<file path="src/rtl/steer_pkg.sv">
package steer_pkg;

    // Recovery controller states
    typedef enum logic [1:0] {
        S_RUN    = 2'd0,
        S_HOLD   = 2'd1,
        S_REFILL = 2'd2
    } steer_state_e;

    // Byte distance between sequential instruction words
    localparam int unsigned WORD_BYTES = 4;

endpackage

</file>
<file path="src/rtl/steer_predict.sv">
module steer_predict
    import steer_pkg::*;
#(
    parameter int unsigned AW = 32
) (
    input  logic [AW-1:0] pc_i,
    input  logic          is_ctl_i,
    input  logic          is_jump_i,
    input  logic [AW-1:0] target_i,
    output logic          pred_taken_o,
    output logic [AW-1:0] pred_npc_o
);

    logic [AW-1:0] seq_pc;
    logic          points_back;

    // Fetch-local incrementer, independent of the execute ALU
    assign seq_pc = pc_i + AW'(WORD_BYTES);

    // Backward-taken / forward-not-taken: a negative offset means target < pc
    assign points_back = (target_i < pc_i);

    always_comb begin
        pred_taken_o = 1'b0;
        if (is_ctl_i) begin
            pred_taken_o = is_jump_i | points_back;
        end
        pred_npc_o = pred_taken_o ? target_i : seq_pc;
    end

endmodule

</file>
<file path="src/rtl/steer_resolve.sv">
module steer_resolve
    import steer_pkg::*;
#(
    parameter int unsigned AW = 32
) (
    input  logic          valid_i,
    input  logic [AW-1:0] pc_i,
    input  logic          taken_i,
    input  logic [AW-1:0] target_i,
    input  logic          tag_i,
    input  logic [AW-1:0] pred_npc_i,
    output logic          miss_o,
    output logic [AW-1:0] fix_npc_o
);

    logic [AW-1:0] fall_through;
    logic          dir_wrong;
    logic          addr_wrong;

    assign fall_through = pc_i + AW'(WORD_BYTES);
    assign fix_npc_o    = taken_i ? target_i : fall_through;
    assign dir_wrong    = (taken_i != tag_i);
    assign addr_wrong   = (fix_npc_o != pred_npc_i);
    assign miss_o       = valid_i & (dir_wrong | addr_wrong);

endmodule

</file>
<file path="src/rtl/steer_fsm.sv">
module steer_fsm
    import steer_pkg::*;
#(
    parameter int unsigned EX_DEPTH = 2
) (
    input  logic clk,
    input  logic rst_n,
    input  logic stall_i,
    input  logic miss_i,
    output logic flush_o
);

    localparam int unsigned CW = (EX_DEPTH < 2) ? 1 : $clog2(EX_DEPTH + 1);
    localparam logic [CW-1:0] FILL_LOAD = CW'(EX_DEPTH);

    steer_state_e  state_q, state_d;
    logic [CW-1:0] cnt_q, cnt_d;

    // State register
    always_ff @(posedge clk or negedge rst_n) begin
        if (!rst_n) begin
            state_q <= S_RUN;
            cnt_q   <= '0;
        end else begin
            state_q <= state_d;
            cnt_q   <= cnt_d;
        end
    end

    // Next state
    always_comb begin
        state_d = state_q;
        cnt_d   = cnt_q;
        unique case (state_q)
            S_RUN: begin
                if (miss_i) begin
                    state_d = S_REFILL;
                    cnt_d   = FILL_LOAD;
                end else if (stall_i) begin
                    state_d = S_HOLD;
                end
            end
            S_HOLD: begin
                if (miss_i) begin
                    state_d = S_REFILL;
                    cnt_d   = FILL_LOAD;
                end else if (!stall_i) begin
                    state_d = S_RUN;
                end
            end
            S_REFILL: begin
                if (!stall_i) begin
                    if (cnt_q <= CW'(1)) begin
                        state_d = S_RUN;
                        cnt_d   = '0;
                    end else begin
                        cnt_d = cnt_q - CW'(1);
                    end
                end
            end
            default: begin
                state_d = S_RUN;
                cnt_d   = '0;
            end
        endcase
    end

    // Outputs
    always_comb begin
        flush_o = 1'b0;
        unique case (state_q)
            S_RUN, S_HOLD: flush_o = miss_i;
            S_REFILL:      flush_o = 1'b0;
            default:       flush_o = 1'b0;
        endcase
    end


    refill_quiet_chk: assert property (@(posedge clk) disable iff (!rst_n)
        (state_q == S_REFILL) |-> !flush_o);


    refill_entry_chk: assert property (@(posedge clk) disable iff (!rst_n)
        flush_o |=> (state_q == S_REFILL));


    hold_entry_chk: assert property (@(posedge clk) disable iff (!rst_n)
        (state_q == S_RUN && stall_i && !miss_i) |=> (state_q == S_HOLD));

endmodule

</file>
<file path="src/rtl/fetch_steer.sv">
module fetch_steer
    import steer_pkg::*;
#(
    parameter int unsigned   AW       = 32,
    parameter int unsigned   EX_DEPTH = 2,
    parameter logic [AW-1:0] RESET_PC = 'h100
) (
    input  logic          clk,
    input  logic          rst_n,
    input  logic          stall_i,
    input  logic          f_is_ctl_i,
    input  logic          f_is_jump_i,
    input  logic [AW-1:0] f_target_i,
    output logic [AW-1:0] f_pc_o,
    output logic          f_pred_taken_o,
    output logic [AW-1:0] f_pred_npc_o,
    input  logic          x_valid_i,
    input  logic [AW-1:0] x_pc_i,
    input  logic          x_taken_i,
    input  logic [AW-1:0] x_target_i,
    input  logic          x_pred_taken_i,
    input  logic [AW-1:0] x_pred_npc_i,
    output logic          kill_fetch_o,
    output logic          kill_decode_o
);

    logic [AW-1:0] pc_q;
    logic          miss;
    logic [AW-1:0] fix_npc;
    logic          flush;

    steer_predict #(.AW(AW)) u_predict (
        .pc_i         (pc_q),
        .is_ctl_i     (f_is_ctl_i),
        .is_jump_i    (f_is_jump_i),
        .target_i     (f_target_i),
        .pred_taken_o (f_pred_taken_o),
        .pred_npc_o   (f_pred_npc_o)
    );

    steer_resolve #(.AW(AW)) u_resolve (
        .valid_i    (x_valid_i),
        .pc_i       (x_pc_i),
        .taken_i    (x_taken_i),
        .target_i   (x_target_i),
        .tag_i      (x_pred_taken_i),
        .pred_npc_i (x_pred_npc_i),
        .miss_o     (miss),
        .fix_npc_o  (fix_npc)
    );

    steer_fsm #(.EX_DEPTH(EX_DEPTH)) u_fsm (
        .clk     (clk),
        .rst_n   (rst_n),
        .stall_i (stall_i),
        .miss_i  (miss),
        .flush_o (flush)
    );

    // PC register: redirect beats stall, stall beats prediction
    always_ff @(posedge clk or negedge rst_n) begin
        if (!rst_n) begin
            pc_q <= RESET_PC;
        end else if (flush) begin
            pc_q <= fix_npc;
        end else if (!stall_i) begin
            pc_q <= f_pred_npc_o;
        end
    end

    assign f_pc_o        = pc_q;
    assign kill_fetch_o  = flush;
    assign kill_decode_o = flush;


    redirect_pc_chk: assert property (@(posedge clk) disable iff (!rst_n)
        kill_fetch_o |=> (f_pc_o == $past(fix_npc)));


    kill_needs_valid_chk: assert property (@(posedge clk) disable iff (!rst_n)
        kill_decode_o |-> x_valid_i);


    stall_freeze_chk: assert property (@(posedge clk) disable iff (!rst_n)
        (stall_i && !kill_fetch_o) |=> $stable(f_pc_o));


    follow_pred_chk: assert property (@(posedge clk) disable iff (!rst_n)
        (!stall_i && !kill_fetch_o) |=> (f_pc_o == $past(f_pred_npc_o)));


    jump_taken_chk: assert property (@(posedge clk) disable iff (!rst_n)
        (f_is_ctl_i && f_is_jump_i) |-> (f_pred_taken_o && f_pred_npc_o == f_target_i));

endmodule

</file>
<file path="config.mk">
export PLATFORM = sky130hd
export DESIGN_NAME = fetch_steer
export DESIGN_NICKNAME = d
export VERILOG_FILES = /design/src/rtl/steer_pkg.sv /design/src/rtl/steer_predict.sv /design/src/rtl/steer_resolve.sv /design/src/rtl/steer_fsm.sv /design/src/rtl/fetch_steer.sv
export SDC_FILE = /design/constraint.sdc
export NUM_CORES = 1
export LEC_CHECK = 0
export ABC_AREA = 1
export BUFFER_PORTS_ARGS = -buffer_cell sky130_fd_sc_hd__clkbuf_2
export CAP_MARGIN = 30
export CORE_ASPECT_RATIO = 1.4
export CORE_UTILIZATION = 54
export DETAILED_ROUTE_END_ITERATION = 8
export PLACE_DENSITY = 0.88
export RECOVER_POWER = 100
export SYNTH_ARGS = -nofsm -noshare
export SYNTH_HDL_FRONTEND = slang
export SYNTH_SLANG_ARGS = --single-unit
</file>
<file path="constraint.sdc">
create_clock -name clk -period 4.6 [get_ports clk]
set_input_delay 0.92 -clock clk [delete_from_list [all_inputs] [get_ports clk]]
set_output_delay 0.92 -clock clk [all_outputs]
set_load 0.05 [all_outputs]
</file>
==> metrics.md <==
| Metric | Value |
|---|---|
| Status | `finished, violations left` |
| Failing checks | `max-capacitance violations, max-slew violations` |
| Chip Width | `89.3 um` |
| Final wirelength | `17800 um` |
| Synth Area in Compound Gates | `between 5 and 6%` |
| Critical-path maximum fanout | `18` |
| Max-slew violations | `37` |
| Global-route wire length before repair | `~28000 um` |
| Syn Area/Cell | `roughly 5.8 um^2` |
| P_sw | `2270 uW` |
| R2R Setup Slk | `1630 ps` |
| Post-Synth XOR/XNOR Area | `under 10%` |
| Die Ht | `about 120 um` |
| Post-DRT Antenna Nets | `0` |
| Syn Std Cell Area | `approximately 0.0058 mm^2` |
| Final #Nets | `about 1.4k` |
| GR Overflow Total | `0` |
| FILL cells | `1076` |
| DRC Markers | `0` |
| Post-route setup TNS | `0 ps` |
| Worst-Margin Slew | `between 1500 and 2000 ps` |
| Initial Util | `approximately 56%` |
| Share of layout cells above drive strength 1 | `approximately 20%` |
| HP Class | `flip-flop to flip-flop` |
| Multi-input logic area | `0.00415 mm^2` |
| Tot GR Track Use | `32.3%` |
| Combinational Power Share | `a little over two thirds` |
| Setup violations, final | `0` |
| # rows | `44` |
| Post-synthesis cell type count | `41` |
| FF-to-FF End | `f_pc_o[19]` |
| I/O pin count | `203` |
| RSZ-0062 raised after global routing | `false` |
| Pwr Density | `around 530 mW/mm^2` |
| Period utilization | `93.8%` |
| Crit path launch | `f_target_i[3]` |
| CTS Root Buffer Type | `clkbuf_16` |
| Simple-Gate Fraction of Synth Area | `between 50% and 60%` |
| Worst skew pair latency | `around 280 ps` |
| CTS tree | `built` |
| Crit path required time | `about 3700 ps` |
| Max Cap Viol | `1` |
| # diodes | `0` |
| Min cycle time layout | `4320 ps` |
| HP Start | `u_fsm.cnt_q[0]` |
| Reg clk slew, reported paths | `60 ps` |
| P_leak | `between 0.003 and 0.004 uW` |
| Drt initial violations | `426` |
| Register area share after synthesis | `between 10% and 20%` |
| Crit. End Element | `output pin` |
| Hold_buf cts | `0` |
| Synth area leaders | `nand2_1 (23%), dfrtp_1 (15%), nand3_1 (13%), inv_1 (8.0%), ha_1 (7.2%)` |
| Synth top area share | `between 20% and 30%` |
| Yosys Warn Count | `0` |
| Final-report hold violation count | `0` |
| Setup bufs post-CTS | `0` |
| H-tree Lvls | `2` |
| Number of global-route vias before repair | `a little over 6k` |
| Reg2reg path depth | `16` |
| Critical path arrival | `~3400 ps` |
| Critical Path Start Type | `input port` |
| Syn Nets | `between 1k and 1.5k` |
| Die area | `between 0.01 and 0.015 mm^2` |
| Clock sink count | `36` |
| Post-CTS resize count | `0` |
| Sequential share of power | `approximately a fifth` |
| Initial antenna violation count | `0` |
| Final GP Congestion | `about 0.97` |
| Wire length per cell | `between 10 and 15 um` |
| Dpl hpwl | `~15000 um` |
| WS Path Type | `input port to output pin` |
| Largest net degree at the start of global routing | `59` |
| Crit path to | `f_pred_npc_o[6]` |
| Reg area | `roughly 900 um^2` |
| Switching part of the total | `61.7%` |
| FF-to-FF Start | `f_pc_o[3]` |
| Flops & latches, synth | `36` |
| Rel. slew slack | `-27.0%` |
| Clock buffer depth | `2` |
| Post-Syn Instances | `roughly 1000` |
| Core area | `about 0.010 mm^2` |
| Largest family of logic cells by synthesized area | `simple AND/OR/NAND/NOR gates` |
| Worst IR Drop VDD | `about 0.25 mV` |
| DRT Pass-1 Iters | `6` |
| Clk pwr share | `around 11%` |
| Synth area leader | `nand2_1` |
| Fmax | `between 200 and 250 MHz` |
| Vias per cell | `approximately 5.2` |
| Synth-to-layout area growth | `21.0%` |
| IO buf count | `202` |
| Skew final | `around 6.1 ps` |
| Pint | `~1400 uW` |
| Mux contribution to synthesized area | `0%` |
| Synth Area in Adders | `between 7 and 8%` |
| TritonCTS Buffers | `5` |
| Final total power | `about 3700 uW` |
| DR vias | `between 6k and 7k` |
-- per-stage QoR --
stage | util (%) | worst slack (ps) | cell area (um^2) | cells | hold slack (ps)
global route | 67.3 | 62.4 | 6960 | 1322 | 544
detailed placement | 66.6 | 319 | 6890 | 1314 | 509
floorplan | - | 406 | 5760 | 998 | 464
CTS | 68.4 | 313 | 7080 | 1322 | 521
finish | 67.3 | 285 | 6960 | 1322 | 523
global placement | 66.6 | 343 | 6890 | 1314 | 489
-- critical path: stages --
cell and delay [ps]:
clkbuf_2 90, ha_1 280, nand2_1 50, o21ai_0 180
nor3b_1 250, o21ai_0 150, nand3_1 130, nand2_1 60
nand2_1 60, nand2_1 60, nand2_1 120, clkinv_1 490
nand2_1 200, nand2_1 100, clkbuf_2 250
-- per-layer routing --
metal  share of wire (%)  GRT usage, %  vias to the layer above
li1                    -             -                     3555
met1                  40          38.3                     3063
met2                  50          58.2                      250
met3                 5.4          2.78                       44
met4                 4.2          14.6                        0
met5                   0             0                        -
-- power by group through the flow --
stage          registers [uW]  clock network [uW]  logic [uW]
3_5_place_dp              695                   0        2650
2_1_floorplan            1120                   0        1520
5_1_grt                   718                 424        2820
3_3_place_gp              693                   0        2600
4_1_cts                   692                 411        2650
6_report                  698                 405        2570
-- worst min-delay path by stage --
stage	slack (ps)	depth (start not counted)	endpoint
6_report	520	2	u_fsm.cnt_q[0]
5_1_grt	540	2	u_fsm.cnt_q[1]
4_1_cts	520	2	f_pc_o[8]
3_5_place_dp	510	2	u_fsm.cnt_q[0]
3_3_place_gp	490	2	u_fsm.cnt_q[1]
2_1_floorplan	460	2	u_fsm.cnt_q[0]
-- synthesized netlist by cell type --
library cell / count
nand2_1: 358
nand3_1: 144
inv_1: 123
nor2_1: 55
dfrtp_1: 35
ha_1: 33
xor2_1: 31
nand3b_1: 23
nand4_1: 21
or2_2: 19
o21ai_0: 18
a21oi_1: 16
nand2_2: 14
nor2_2: 14
clkbuf_1: 11
buf_2: 8
inv_2: 8
nor2_4: 8
nor3_1: 6
nor4_1: 6
o211ai_1: 5
o21bai_1: 5
buf_4: 4
clkinv_1: 4
nand3_2: 4
o21ai_1: 4
buf_8: 3
a211oi_1: 2
buf_1: 2
nand3_4: 2
nor3_2: 2
and2_1: 1
buf_12: 1
dfstp_2: 1
nand2_4: 1
nor2_8: 1
nor3b_1: 1
o21a_1: 1
o21ai_2: 1
or2_1: 1
xnor2_1: 1
-- placed cells by master, fill, tap and decap left out, types with 3 or more instances in the layout --
cell	netlist	layout
a21oi_1	16	16
clkinv_1	4	4
nand2_2	14	13
dfrtp_1	35	35
inv_2	8	8
or2_2	19	19
o21bai_1	5	5
nor3_1	6	6
o21ai_0	18	18
nor2_2	14	14
nand3_1	144	145
clkbuf_2	0	152
o211ai_1	5	5
nand4_1	21	21
o21ai_1	4	4
nor2_4	8	8
buf_4	4	3
clkbuf_16	0	5
xor2_1	31	31
nand2_1	358	359
clkbuf_1	11	47
buf_12	1	4
nor4_1	6	6
inv_1	123	123
nand3_2	4	4
nand3b_1	23	23
nor2_1	55	55
ha_1	33	33
-- final cells by class --
class / count / area share, %
Inverter: 135 / 7.28
Tap cell: 138 / 2.48
Multi-Input combinational cell: 798 / 59.6
Clock inverter: 1 / 0.431
Clock buffer: 7 / 2.19
Timing Repair Buffer: 207 / 15.1
Sequential cell: 36 / 13.0
-- kinds of logic after synthesis --
kind of cell    Yosys count
compound gates           52
xor+xnor                 32
fa+ha+maj                33
buf+inv                 164
flops                    36
simple gates            681
-- registers in the layout, summed over array words and instances, names as in the netlist --
signal and flops:
f_pc_o 32, u_fsm.cnt_q 2, u_fsm.state_q 2
(Power assumes the default switching activity.)
